[config.mk]
export PLATFORM = sky130hd
export DESIGN_NAME = mdio_paged_bridge
export DESIGN_NICKNAME = d
export VERILOG_FILES = /design/src/rtl/mdio_bridge_pkg.sv /design/src/rtl/mdio_pin_sync.sv /design/src/rtl/mdio_frame_engine.sv /design/src/rtl/mdio_bridge_core.sv /design/src/rtl/mdio_paged_bridge.sv
export SDC_FILE = /design/constraint.sdc
export NUM_CORES = 1
export LEC_CHECK = 0
export BUFFER_PORTS_ARGS = -buffer_cell sky130_fd_sc_hd__buf_4
export CAP_MARGIN = 20
export CORE_UTILIZATION = 50
export CTS_BUF_LIST = sky130_fd_sc_hd__clkbuf_2 sky130_fd_sc_hd__clkbuf_4 sky130_fd_sc_hd__clkbuf_8
export DETAILED_ROUTE_END_ITERATION = 6
export PLACE_DENSITY = 0.67
export SKIP_CTS_REPAIR_TIMING = 1
export SLEW_MARGIN = 25
export SYNTH_ARGS = -nofsm -noshare
export SYNTH_HDL_FRONTEND = slang
export SYNTH_HIERARCHICAL = 1
export SYNTH_SLANG_ARGS = --single-unit
[constraint.sdc]
create_clock -name clk -period 2.5 [get_ports clk]
set_input_delay 0.25 -clock clk [delete_from_list [all_inputs] [get_ports clk]]
set_output_delay 0.25 -clock clk [all_outputs]
set_load 0.1 [all_outputs]
[src/rtl/mdio_bridge_pkg.sv]
package mdio_bridge_pkg;
  localparam int PHYAD_W = 5;
  localparam int REGAD_W = 5;
  localparam int HALF_W  = 16;
  localparam int WORD_W  = 2 * HALF_W;
  localparam int HDR_W   = 2 + PHYAD_W + REGAD_W;

  localparam logic [1:0] OP_WRITE = 2'b01;
  localparam logic [1:0] OP_READ  = 2'b10;

  typedef enum logic [1:0] {
    MODE_BYPASS = 2'd0,
    MODE_RSVD   = 2'd1,
    MODE_REG    = 2'd2,
    MODE_PAGE   = 2'd3
  } bridge_mode_e;

  typedef enum logic [2:0] {
    FR_IDLE,
    FR_START,
    FR_HDR,
    FR_TA,
    FR_DATA
  } frame_state_e;
endpackage

[src/rtl/mdio_pin_sync.sv]
module mdio_pin_sync #(
  parameter int STAGES = 2
) (
  input  logic clk,
  input  logic rst_n,
  input  logic mdc_i,
  input  logic mdio_i,
  output logic mdc_rise,
  output logic mdio_bit
);
  logic [STAGES:0]   mdc_q;
  logic [STAGES-1:0] mdio_q;

  always_ff @(posedge clk or negedge rst_n) begin
    if (!rst_n) begin
      mdc_q  <= '1;
      mdio_q <= '1;
    end else begin
      mdc_q  <= (STAGES+1)'({mdc_q, mdc_i});
      mdio_q <= STAGES'({mdio_q, mdio_i});
    end
  end

  // data and clock pass through the same number of stages
  assign mdc_rise = mdc_q[STAGES-1] & ~mdc_q[STAGES];
  assign mdio_bit = mdio_q[STAGES-1];
endmodule

[src/rtl/mdio_frame_engine.sv]
module mdio_frame_engine
  import mdio_bridge_pkg::*;
(
  input  logic                clk,
  input  logic                rst_n,
  input  logic                mdc_rise,
  input  logic                mdio_bit,
  input  logic                rd_claim,
  input  logic [HALF_W-1:0]   rd_half,
  output logic                hdr_done,
  output logic [1:0]          hdr_op,
  output logic [PHYAD_W-1:0]  hdr_phy,
  output logic [REGAD_W-1:0]  hdr_reg,
  output logic                wr_done,
  output logic [HALF_W-1:0]   wr_half,
  output logic                drv_o,
  output logic                drv_oe
);
  frame_state_e      state;
  logic [3:0]        cnt;
  logic [HDR_W-1:0]  hdr_sr;
  logic [HALF_W-1:0] in_sr;
  logic [HALF_W-1:0] out_sr;

  assign hdr_op  = hdr_sr[HDR_W-1 -: 2];
  assign hdr_phy = hdr_sr[REGAD_W +: PHYAD_W];
  assign hdr_reg = hdr_sr[REGAD_W-1:0];
  assign wr_half = in_sr;

  always_ff @(posedge clk or negedge rst_n) begin
    if (!rst_n) begin
      state    <= FR_IDLE;
      cnt      <= '0;
      hdr_sr   <= '0;
      in_sr    <= '0;
      out_sr   <= '0;
      hdr_done <= 1'b0;
      wr_done  <= 1'b0;
      drv_o    <= 1'b1;
      drv_oe   <= 1'b0;
    end else begin
      hdr_done <= 1'b0;
      wr_done  <= 1'b0;
      if (mdc_rise) begin
        unique case (state)
          FR_IDLE: if (!mdio_bit) state <= FR_START;
          FR_START: begin
            cnt   <= '0;
            state <= mdio_bit ? FR_HDR : FR_IDLE;
          end
          FR_HDR: begin
            hdr_sr <= {hdr_sr[HDR_W-2:0], mdio_bit};
            cnt    <= cnt + 4'd1;
            if (cnt == 4'(HDR_W-1)) begin
              state    <= FR_TA;
              cnt      <= '0;
              hdr_done <= 1'b1;
            end
          end
          FR_TA: begin
            if (cnt == 4'd0) begin
              cnt <= 4'd1;
              if (rd_claim) begin
                drv_oe <= 1'b1;
                drv_o  <= 1'b0;
              end
            end else begin
              state  <= FR_DATA;
              cnt    <= '0;
              out_sr <= rd_half;
              if (drv_oe) drv_o <= rd_half[HALF_W-1];
            end
          end
          FR_DATA: begin
            in_sr <= {in_sr[HALF_W-2:0], mdio_bit};
            cnt   <= cnt + 4'd1;
            if (drv_oe) begin
              out_sr <= {out_sr[HALF_W-2:0], 1'b0};
              drv_o  <= out_sr[HALF_W-2];
            end
            if (cnt == 4'(HALF_W-1)) begin
              state   <= FR_IDLE;
              drv_oe  <= 1'b0;
              drv_o   <= 1'b1;
              wr_done <= (hdr_op == OP_WRITE);
            end
          end
          default: state <= FR_IDLE;
        endcase
      end
    end
  end
endmodule

[src/rtl/mdio_bridge_core.sv]
module mdio_bridge_core
  import mdio_bridge_pkg::*;
#(
  parameter int PAGE_W = 10,
  localparam int ADDR_W = PAGE_W + 9
) (
  input  logic                clk,
  input  logic                rst_n,
  input  logic                hdr_done,
  input  logic [1:0]          hdr_op,
  input  logic [PHYAD_W-1:0]  hdr_phy,
  input  logic [REGAD_W-1:0]  hdr_reg,
  input  logic                wr_done,
  input  logic [HALF_W-1:0]   wr_half,
  output logic                rd_claim,
  output logic [HALF_W-1:0]   rd_half,
  output logic                req_valid,
  input  logic                req_ready,
  output logic                req_write,
  output logic [ADDR_W-1:0]   req_addr,
  output logic [WORD_W-1:0]   req_wdata,
  input  logic                rsp_valid,
  input  logic [WORD_W-1:0]   rsp_rdata
);
  bridge_mode_e      mode;
  logic              hi_sel;
  logic [ADDR_W-1:0] word_addr;
  logic [PAGE_W-1:0] page;
  logic [HALF_W-1:0] hi_stage;
  logic [WORD_W-1:0] snap;
  logic              await_rsp;

  assign mode      = bridge_mode_e'(hdr_phy[PHYAD_W-1 -: 2]);
  assign hi_sel    = hdr_reg[0];
  assign word_addr = {page, hdr_phy[2:0], hdr_reg[REGAD_W-1:1], 2'b00};
  assign rd_claim  = (hdr_op == OP_READ) && (mode == MODE_REG || mode == MODE_PAGE);

  always_ff @(posedge clk or negedge rst_n) begin
    if (!rst_n) begin
      page      <= '0;
      hi_stage  <= '0;
      snap      <= '0;
      rd_half   <= '0;
      await_rsp <= 1'b0;
      req_valid <= 1'b0;
      req_write <= 1'b0;
      req_addr  <= '0;
      req_wdata <= '0;
    end else begin
      if (req_valid && req_ready) req_valid <= 1'b0;

      if (await_rsp && rsp_valid) begin
        snap      <= rsp_rdata;
        rd_half   <= rsp_rdata[HALF_W-1:0];
        await_rsp <= 1'b0;
      end

      if (hdr_done && hdr_op == OP_READ) begin
        if (mode == MODE_PAGE) begin
          rd_half <= HALF_W'(page);
        end else if (mode == MODE_REG) begin
          if (hi_sel) begin
            rd_half <= snap[WORD_W-1:HALF_W];
          end else begin
            req_valid <= 1'b1;
            req_write <= 1'b0;
            req_addr  <= word_addr;
            req_wdata <= '0;
            await_rsp <= 1'b1;
          end
        end
      end

      if (wr_done) begin
        if (mode == MODE_PAGE) begin
          page <= wr_half[PAGE_W-1:0];
        end else if (mode == MODE_REG) begin
          if (hi_sel) begin
            hi_stage <= wr_half;
          end else begin
            req_valid <= 1'b1;
            req_write <= 1'b1;
            req_addr  <= word_addr;
            req_wdata <= {hi_stage, wr_half};
          end
        end
      end
    end
  end
endmodule

[src/rtl/mdio_paged_bridge.sv]
module mdio_paged_bridge
  import mdio_bridge_pkg::*;
#(
  parameter int PAGE_W      = 10,
  parameter int SYNC_STAGES = 2
) (
  input  logic                  clk,
  input  logic                  rst_n,
  input  logic                  mdc_i,
  input  logic                  mdio_i,
  output logic                  mdio_o,
  output logic                  mdio_oe_o,
  output logic                  phy_mdc_o,
  output logic                  phy_mdio_o,
  input  logic                  phy_mdio_i,
  input  logic                  phy_mdio_oe_i,
  output logic                  bus_req_valid_o,
  input  logic                  bus_req_ready_i,
  output logic                  bus_req_write_o,
  output logic [PAGE_W+8:0]     bus_req_addr_o,
  output logic [WORD_W-1:0]     bus_req_wdata_o,
  input  logic                  bus_rsp_valid_i,
  input  logic [WORD_W-1:0]     bus_rsp_rdata_i
);
  logic               mdc_rise, mdio_bit;
  logic               hdr_done, wr_done, rd_claim;
  logic [1:0]         hdr_op;
  logic [PHYAD_W-1:0] hdr_phy;
  logic [REGAD_W-1:0] hdr_reg;
  logic [HALF_W-1:0]  wr_half, rd_half;
  logic               drv_o, drv_oe;

  mdio_pin_sync #(.STAGES(SYNC_STAGES)) sync_i (
    .clk(clk), .rst_n(rst_n), .mdc_i(mdc_i), .mdio_i(mdio_i),
    .mdc_rise(mdc_rise), .mdio_bit(mdio_bit)
  );

  mdio_frame_engine frame_i (
    .clk(clk), .rst_n(rst_n), .mdc_rise(mdc_rise), .mdio_bit(mdio_bit),
    .rd_claim(rd_claim), .rd_half(rd_half),
    .hdr_done(hdr_done), .hdr_op(hdr_op), .hdr_phy(hdr_phy), .hdr_reg(hdr_reg),
    .wr_done(wr_done), .wr_half(wr_half), .drv_o(drv_o), .drv_oe(drv_oe)
  );

  mdio_bridge_core #(.PAGE_W(PAGE_W)) core_i (
    .clk(clk), .rst_n(rst_n),
    .hdr_done(hdr_done), .hdr_op(hdr_op), .hdr_phy(hdr_phy), .hdr_reg(hdr_reg),
    .wr_done(wr_done), .wr_half(wr_half),
    .rd_claim(rd_claim), .rd_half(rd_half),
    .req_valid(bus_req_valid_o), .req_ready(bus_req_ready_i),
    .req_write(bus_req_write_o), .req_addr(bus_req_addr_o),
    .req_wdata(bus_req_wdata_o),
    .rsp_valid(bus_rsp_valid_i), .rsp_rdata(bus_rsp_rdata_i)
  );

  assign phy_mdc_o  = mdc_i;
  assign phy_mdio_o = mdio_i;
  assign mdio_o     = drv_oe ? drv_o : phy_mdio_i;
  assign mdio_oe_o  = drv_oe | phy_mdio_oe_i;
endmodule

==> results.json, run 1 <==
{
  "hp-class": "primary input to flop",
  "cts_inserted_buffers": 17,
  "rsz0062_at_grt": "no",
  "cts.sinks": 171,
  "initial_core_util_pct": 51.3,
  "io_buffer_count": 96,
  "outcome": "complete, no violations",
  "top_level_ports": 97,
  "synth_top_area_share_pct": 57.8,
  "tns_ns": 0,
  "skew_ns": 0.0108,
  "final_cell_mix": "dfrtp_1, buf_4, mux2_2",
  "start_kind": "flop",
  "diodes": 0,
  "avgSynthCellArea_um2": 13.8,
  "finalWorstSetupSlack_ns": 0.460,
  "grt_pass1_wl_um": 23400,
  "fin_util_pct": 60.6,
  "synthArstFlopShare_pct": 100,
  "netlist_instances": 518,
  "power_density_mw_per_mm2": 720,
  "nNetsFinal": 660,
  "synth_cell_types": 53,
  "wl_per_cell_um": 17.4,
  "clockBufferDepth": 2,
  "grtUsageTotal_pct": 20.9,
  "first_iter_violations": 244,
  "dr.pass1.iters": 4,
  "ys_seq_area_share_pct": 60.0,
  "root_buffer": "clkbuf_8",
  "worstPathArrival_ns": 2.38,
  "gp_congestion": 0.835,
  "critical_path_required_ns": 2.84,
  "vias": 4423,
  "die_w_um": 122,
  "h-tree-depth": 4,
  "slew_viol_final": 0,
  "syn-num-nets": 560,
  "ant_nets": 0,
  "timing_worst_setup_path_type": "flop to flop",
  "place_ws_ns": 0.444,
  "max_freq_mhz": 490,
  "path_max_fanout": 15,
  "synthTopCellsByArea": "dfrtp_1, mux2_2, a22o_1",
  "synthToLayoutAreaGrowth_pct": 18.1,
  "period_share_pct": 81.6,
  "drt_wl_total_um": 14100,
  "tightestPinTransition_ns": 0.702,
  "synth_top_cell_by_area": "dfrtp_1",
  "final-setup-viol-count": 0,
  "synth-seq-cells": 171,
  "leakage_uw": 0.00434,
  "synth-main-ff-cell": "dfrtp_1",
  "dieArea_mm2": 0.0148,
  "synth_edf_count": 0,
  "grt_pass1_vias": 4515,
  "relSlewSlack_pct": 53.0,
  "netlist_area_mm2": 0.00714,
  "overflow": 0,
  "peakVddDrop_mv": 0.383,
  "finalHoldViolations": 0,
  "cts_tree": "built",
  "finalCriticalPeriod_ns": 2.04,
  "clk_pin_slew_ns": 0.08,
  "grt_max_degree": 52,
  "drive_gt1_share_pct": 39.3,
  "dp.final_hpwl_um": 9570,
  "placeableCoreArea_mm2": 0.0139,
  "antenna_found_initial": 0,
  "clk_latency_ns": 0.46,
  "via_per_inst": 5.45,
  "drc": 0,
  "rows": 43,
  "final_common_cell": "dfrtp_1",
  "yosysWarnings": 6,
  "end_kind": "flop",
  "die_y_um": 122,
  "power.total_uw": 6080,
  "cap_violations": 0
}
## routing by layer
metal	GRT usage, %	wire length (µm)	vias to the layer above	part of all wire, %
met4	6.64	151	0	1.1
met3	6.02	639	12	4.5
met2	33.0	6930	81	49
met5	0	0	-	0
met1	27.7	6420	2262	45
li1	-	-	2068	-
## flip-flops by register name (all words and copies together), names as in the netlist, 12 cells and up
| register | flops |
|---|---|
| core_i/hi_stage | 16 |
| core_i/rd_half | 16 |
| core_i/req_addr | 19 |
| core_i/req_wdata | 32 |
| core_i/snap | 16 |
| frame_i/hdr_sr | 12 |
| frame_i/out_sr | 15 |
| frame_i/wr_half | 16 |
## worst max-delay path: stages (launching register included)
cell and delay [ns]:
dfrtp_1 0.52, or3b_1 0.46, o211ai_4 0.55, mux2_2 0.40
## cells in the mapped netlist (all sizes together), types with 2 or more instances
library cell  instances
mux2                104
inv                  11
nor2                  9
and2                  6
nand3b                3
nand4b                2
nor2b                 5
dfrtp               165
nand3                 3
clkbuf               10
o211ai                2
a32o                  2
o2bb2ai               7
o22ai                11
ha                    2
or3b                  2
a22oi                11
mux2i                17
o31ai                 3
buf                  24
nand2                47
a21oi                 3
nor3b                 4
and3b                 4
dfstp                 6
a22o                 32
o21ai                 8
## kinds of logic (layout without fill, tap and decap cells)
family | count (synthesis) | after routing | share of synthesized area (%)
AO/OA/AOI/OAI | 87 | 87 | 9.83
multiplexers | 121 | 121 | 19.3
adder cells (fa/ha/maj) | 2 | 2 | 0.350
flip-flops | 171 | 171 | 60.0
buffers and inverters | 45 | 158 | 3.52
AND/OR/NAND/NOR | 92 | 92 | 6.99
## cell type report
| cell class | count | area, µm² |
|---|---|---|
| Clock inverter | 11 | 111 |
| Timing Repair Buffer | 115 | 880 |
| Tap cell | 180 | 225 |
| Inverter | 11 | 41.3 |
| Clock buffer | 21 | 283 |
| Fill cell | 1130 | 5500 |
| Multi-Input combinational cell | 302 | 2610 |
| Sequential cell | 171 | 4290 |
## final timing paths
check | startpoint | to | slack [ns] | cells past startpoint
max reg2reg | frame_i/state[0] | frame_i/out_sr[5] | 0.46 | 3
min | bus_rsp_rdata_i[26] | core_i/snap[26] | 0.03 | 2
min in group asynchronous | rst_n | frame_i/cnt[0] | 0.29 | 2
min reg2reg | sync_i/mdc_q[0] | sync_i/mdc_q[1] | 0.35 | 0
max | frame_i/state[0] | frame_i/out_sr[5] | 0.46 | 3
max in group asynchronous | rst_n | core_i/hi_stage[15] | 1.36 | 3
## where the power goes
part | internal [µW] | total, µW | switching, µW
sequential | 3020 | 3240 | 222
combinational | 477 | 938 | 460
clock | 894 | 1890 | 1000
## through the flow
stage,area (µm²),instances,hold slack [ns]
after detailed placement,8000,774,0.217
final,8440,811,0.0260
after global placement,8000,774,0.214
after CTS,8390,806,-0.283
after global routing,8440,811,0.00215
after floorplan,7140,518,-0.0456
No activity file was read; power rests on OpenSTA's default activity.
==> run 2, diff against run 1 <==
==> constraint.sdc (replaced) <==
create_clock -name clk -period 2 [get_ports clk]
set_input_delay 0.2 -clock clk [delete_from_list [all_inputs] [get_ports clk]]
set_output_delay 0.2 -clock clk [all_outputs]
set_load 0.1 [all_outputs]
==> results.json, run 2 (same netlist as run 1, synthesis figures left out) <==
{
  "root_buffer": "clkbuf_8",
  "timing_worst_setup_path_type": "flop to flop",
  "nNetsFinal": 683,
  "grt_pass1_vias": 4601,
  "h-tree-depth": 4,
  "diodes": 0,
  "gp_congestion": 0.817,
  "worstHoldPathCells": 3,
  "synthToLayoutAreaGrowth_pct": 22.5,
  "rows": 43,
  "cts_tree": "built",
  "r2r_start": "frame_i/cnt[0]",
  "grt_pass1_wl_um": 23200,
  "clockBufferDepth": 2,
  "via_per_inst": 5.38,
  "hold_start": "bus_rsp_rdata_i[11]",
  "power.total_uw": 7800,
  "reg2reg_depth": 6,
  "vias": 4483,
  "period_share_pct": 96.9,
  "power_density_mw_per_mm2": 892,
  "top_regs": "core_i/req_wdata x32, core_i/req_addr x19",
  "placed_area_mm2": 0.00813,
  "overflow": 0,
  "dieArea_mm2": 0.0148,
  "drive_gt1_share_pct": 39.1,
  "clk_latency_ns": 0.46,
  "die_y_um": 122,
  "tightestPinTransition_ns": 0.658,
  "finalCriticalPeriod_ns": 1.94,
  "register_area_mm2": 0.00429,
  "first_iter_violations": 226,
  "drt_wl_total_um": 14400,
  "skew_ns": 0.0155,
  "grt_max_degree": 64,
  "worstHoldEndpoint": "core_i/rd_half[11]",
  "io_buffer_count": 96,
  "critical_path_required_ns": 2.34,
  "max_freq_mhz": 516,
  "end_kind": "flop",
  "final_cell_mix": "dfrtp_1, buf_4, mux2_2",
  "final_area_mm2": 0.00875,
  "n_fill_cell": 1083,
  "die_w_um": 122,
  "outcome": "complete, no violations",
  "multiInputGateArea_mm2": 0.00261,
  "finalHoldViolations": 0,
  "placeableCoreArea_mm2": 0.0139,
  "initial_core_util_pct": 51.3,
  "top_register": "core_i/req_wdata",
  "peakVddDrop_mv": 0.467,
  "rr_endpoint": "frame_i/out_sr[5]",
  "cap_violations": 0,
  "hp-class": "primary input to flop",
  "start_kind": "flop",
  "ant_nets": 0,
  "top_level_ports": 97,
  "drc": 0,
  "cts.sinks": 171,
  "relSlewSlack_pct": 56.0,
  "largest_reg_flops": 32,
  "slew_viol_final": 0,
  "worstPathArrival_ns": 2.28,
  "whs_ns": 0.00760,
  "leakage_uw": 0.00447,
  "final_common_cell": "dfrtp_1",
  "antenna_found_initial": 0,
  "grtUsageTotal_pct": 20.7,
  "path_max_fanout": 15,
  "final-setup-viol-count": 0,
  "cts_inserted_buffers": 17,
  "dr.pass1.iters": 4,
  "dp.final_hpwl_um": 9480,
  "rrSetupSlack_ns": 0.06,
  "wl_per_cell_um": 17.2,
  "clk_pin_slew_ns": 0.09
}
run 2: cell count changes in the layout (fill, tap and decap cells not counted):
| cell | previous run | this run |
|---|---|---|
| dlygate4sd3_1 | 5 | 21 |
| buf_12 | 0 | 7 |
| clkinv_4 | 4 | 0 |
| inv_6 | 2 | 6 |
| clkbuf_8 | 20 | 18 |
| clkinv_8 | 0 | 2 |
| and3b_1 | 4 | 3 |
| and3b_2 | 0 | 1 |
| clkbuf_4 | 1 | 0 |
| inv_8 | 1 | 2 |
run 2: routing by layer:
| layer | vias up | track usage (%) | routed length (µm) |
|---|---|---|---|
| met5 | - | 0 | 0 |
| met4 | 0 | 7.87 | 171 |
| met3 | 13 | 5.87 | 730 |
| met2 | 100 | 32.6 | 7020 |
| met1 | 2260 | 27.2 | 6440 |
| li1 | 2110 | - | - |
run 2: through the flow:
stage	TNS (ns)	util, %	setup slack [ns]	cells
final	0	62.8	0.0627	834
after global routing	-0.00341	62.8	-0.00341	834
after CTS	0	61.2	0.0884	812
after detailed placement	0	58.3	0.102	780
after global placement	0	58.3	0.149	780
after floorplan	0	-	0.146	518
run 2: critical path, cell delays in order (launching register included):
cell      delay [ns]
dfrtp_1         0.42
inv_1           0.08
ha_1            0.15
nor3b_2         0.22
nand2_1         0.20
o211ai_4        0.33
mux2_2          0.41
run 2: layout make-up:
type / instances / area share (%)
clock buffer: 18 / 2.83
clock inverter: 14 / 1.77
inverter: 11 / 0.472
multi-input combinational: 302 / 29.9
sequential: 171 / 49.0
tap: 180 / 2.57
timing repair buffer: 138 / 13.5
run 2: worst max-delay path by stage:
stage                     start                 end  slack, ns
2_1_floorplan  frame_i/state[1]  frame_i/out_sr[10]       0.15
3_3_place_gp   frame_i/state[1]   frame_i/out_sr[5]       0.15
3_5_place_dp   frame_i/state[1]   frame_i/out_sr[5]       0.10
4_1_cts        frame_i/state[1]   frame_i/out_sr[5]       0.09
5_1_grt          frame_i/cnt[0]   frame_i/out_sr[5]     -0.003
6_report         frame_i/cnt[0]   frame_i/out_sr[5]       0.06
run 2: report_power, final:
part	total, µW	switching (µW)	leakage, µW	internal [µW]
clock	2430	1360	0.000205	1070
combinational	1380	672	0.00200	704
sequential	4000	217	0.00227	3780
==> run 3, diff against run 2 <==
==> constraint.sdc (replaced) <==
create_clock -name clk -period 2.3 [get_ports clk]
set_input_delay 0.23 -clock clk [delete_from_list [all_inputs] [get_ports clk]]
set_output_delay 0.23 -clock clk [all_outputs]
set_load 0.1 [all_outputs]
==> results.json, run 3 (same netlist as run 1, synthesis figures left out) <==
{
  "top_level_ports": 97,
  "finalHoldViolations": 0,
  "largest_reg_flops": 32,
  "root_buffer": "clkbuf_8",
  "h-tree-depth": 4,
  "wl_met1_um": 6290,
  "nNetsFinal": 673,
  "tns_ns": 0,
  "met3RoutedLength_um": 712,
  "n_fill_cell": 1097,
  "drt_wl_total_um": 14000,
  "diodes": 0,
  "worstPathCellList": "or3b_1 -> o211ai_4 -> mux2_2",
  "wl_per_cell_um": 17.0,
  "final-setup-viol-count": 0,
  "final_common_cell": "dfrtp_1",
  "clk_pin_slew_ns": 0.08,
  "critPathSlowestCell": "o211ai_4",
  "cap_violations": 0,
  "power.net_switching_uw": 1820,
  "hp-class": "primary input to flop",
  "peakVddDrop_mv": 0.438,
  "antenna_found_initial": 0,
  "vias": 4500,
  "drc": 0,
  "worstPathArrival_ns": 2.37,
  "cts.sinks": 171,
  "synthToLayoutAreaGrowth_pct": 20.3,
  "gp_congestion": 0.804,
  "leakage_uw": 0.00439,
  "first_iter_violations": 299,
  "die_y_um": 122,
  "path_max_fanout": 15,
  "cell_internal_pwr_uw": 4830,
  "route.met2.wl_um": 6930,
  "top_register": "core_i/req_wdata",
  "path_delay_family": "compound AO/OA/AOI/OAI gates",
  "sequentialPowerShare_pct": 52.6,
  "rsz0062_at_grt": "no",
  "cts_tree": "built",
  "clockBufferDepth": 2,
  "dr.pass1.iters": 4,
  "critPathBufInv": 0,
  "grt_max_degree": 56,
  "grt_pass1_vias": 4563,
  "fin_cells": 824,
  "rows": 43,
  "die_w_um": 122,
  "fin_util_pct": 61.7,
  "end_kind": "flop",
  "dp.final_hpwl_um": 9340,
  "initial_core_util_pct": 51.3,
  "timing_worst_setup_path_type": "flop to flop",
  "critical_path_required_ns": 2.62,
  "top_regs": "core_i/req_wdata x32, core_i/req_addr x19",
  "skew_ns": 0.00962,
  "grt_pass1_wl_um": 23100,
  "drive_gt1_share_pct": 38.8,
  "placeableCoreArea_mm2": 0.0139,
  "period_share_pct": 88.9,
  "p_comb_share_pct": 16.5,
  "via_per_inst": 5.46,
  "p_clk_share_pct": 30.8,
  "max_stage_delay_ns": 0.56,
  "overflow": 0,
  "finalCriticalPeriod_ns": 2.04,
  "swShare_pct": 27.4,
  "highest_layer": "met4",
  "dp_cells": 776,
  "io_buffer_count": 96,
  "slew_viol_final": 0,
  "final_area_mm2": 0.00859,
  "placed_area_mm2": 0.00804,
  "cts_inserted_buffers": 17,
  "max_freq_mhz": 489,
  "ant_nets": 0,
  "power_density_mw_per_mm2": 773,
  "grtUsageTotal_pct": 20.5,
  "outcome": "complete, no violations",
  "tightestPinTransition_ns": 0.717,
  "final_cell_mix": "dfrtp_1, buf_4, mux2_2",
  "clk_latency_ns": 0.44,
  "start_kind": "flop",
  "relSlewSlack_pct": 52.1,
  "dieArea_mm2": 0.0148
}
## run 3: cell types whose count changed in the layout (fill, tap and decap cells not counted), sizes merged
cell and change:
clkinvlp +4, dlygate4sd3 -5, inv -5, clkbuf +4
clkinv -3, buf -5
## run 3: worst paths after layout
path | depth (start not counted) | slack [ns] | to | from
worst max-delay path | 3 | 0.26 | frame_i/out_sr[1] | frame_i/state[2]
worst min-delay path | 2 | 0.03 | core_i/snap[27] | bus_rsp_rdata_i[27]
worst max register to register | 3 | 0.26 | frame_i/out_sr[1] | frame_i/state[2]
worst min register to register | 0 | 0.36 | sync_i/mdc_q[1] | sync_i/mdc_q[0]
max in group asynchronous | 3 | 1.24 | core_i/rd_half[7] | rst_n
min in group asynchronous | 2 | 0.28 | core_i/req_addr[9] | rst_n
## run 3: cell type report
class	instances	area, µm²	share of cell area (%)
clock inverters	10	105	1.22
repair buffers	128	1030	12.0
flip-flops and latches	171	4290	49.9
well taps	180	225	2.62
inverters	11	41.3	0.481
multi-input cells	302	2610	30.4
clock buffers	22	290	3.38
## run 3: through the flow
stage | worst slack (ns) | hold slack [ns] | total power [µW]
floorplan | 0.446 | -0.0656 | 4330
global placement | 0.332 | 0.171 | 4580
detailed placement | 0.280 | 0.172 | 4640
CTS | 0.270 | -0.323 | 6690
global route | 0.128 | 0.00160 | 7000
finish | 0.256 | 0.0259 | 6640
## run 3: layer usage
| layer | up-vias | track usage, % |
|---|---|---|
| met5 | - | 0 |
| met4 | 0 | 6.02 |
| met3 | 11 | 5.83 |
| met2 | 98 | 32.6 |
| met1 | 2292 | 27.4 |
| li1 | 2099 | - |
## run 3: worst register-to-register path, cell delays in order, from the launching register on
cell	delay [ns]
dfrtp_1	0.52
or3b_1	0.44
o211ai_4	0.56
mux2_2	0.41
## run 3: power groups by stage
stage	Combinational (µW)	Sequential, µW	Clock (µW)
floorplan	858	3480	0
global route	1230	3540	2230
CTS	1080	3500	2110
finish	1100	3500	2050
detailed placement	1080	3550	0
global placement	1040	3540	0
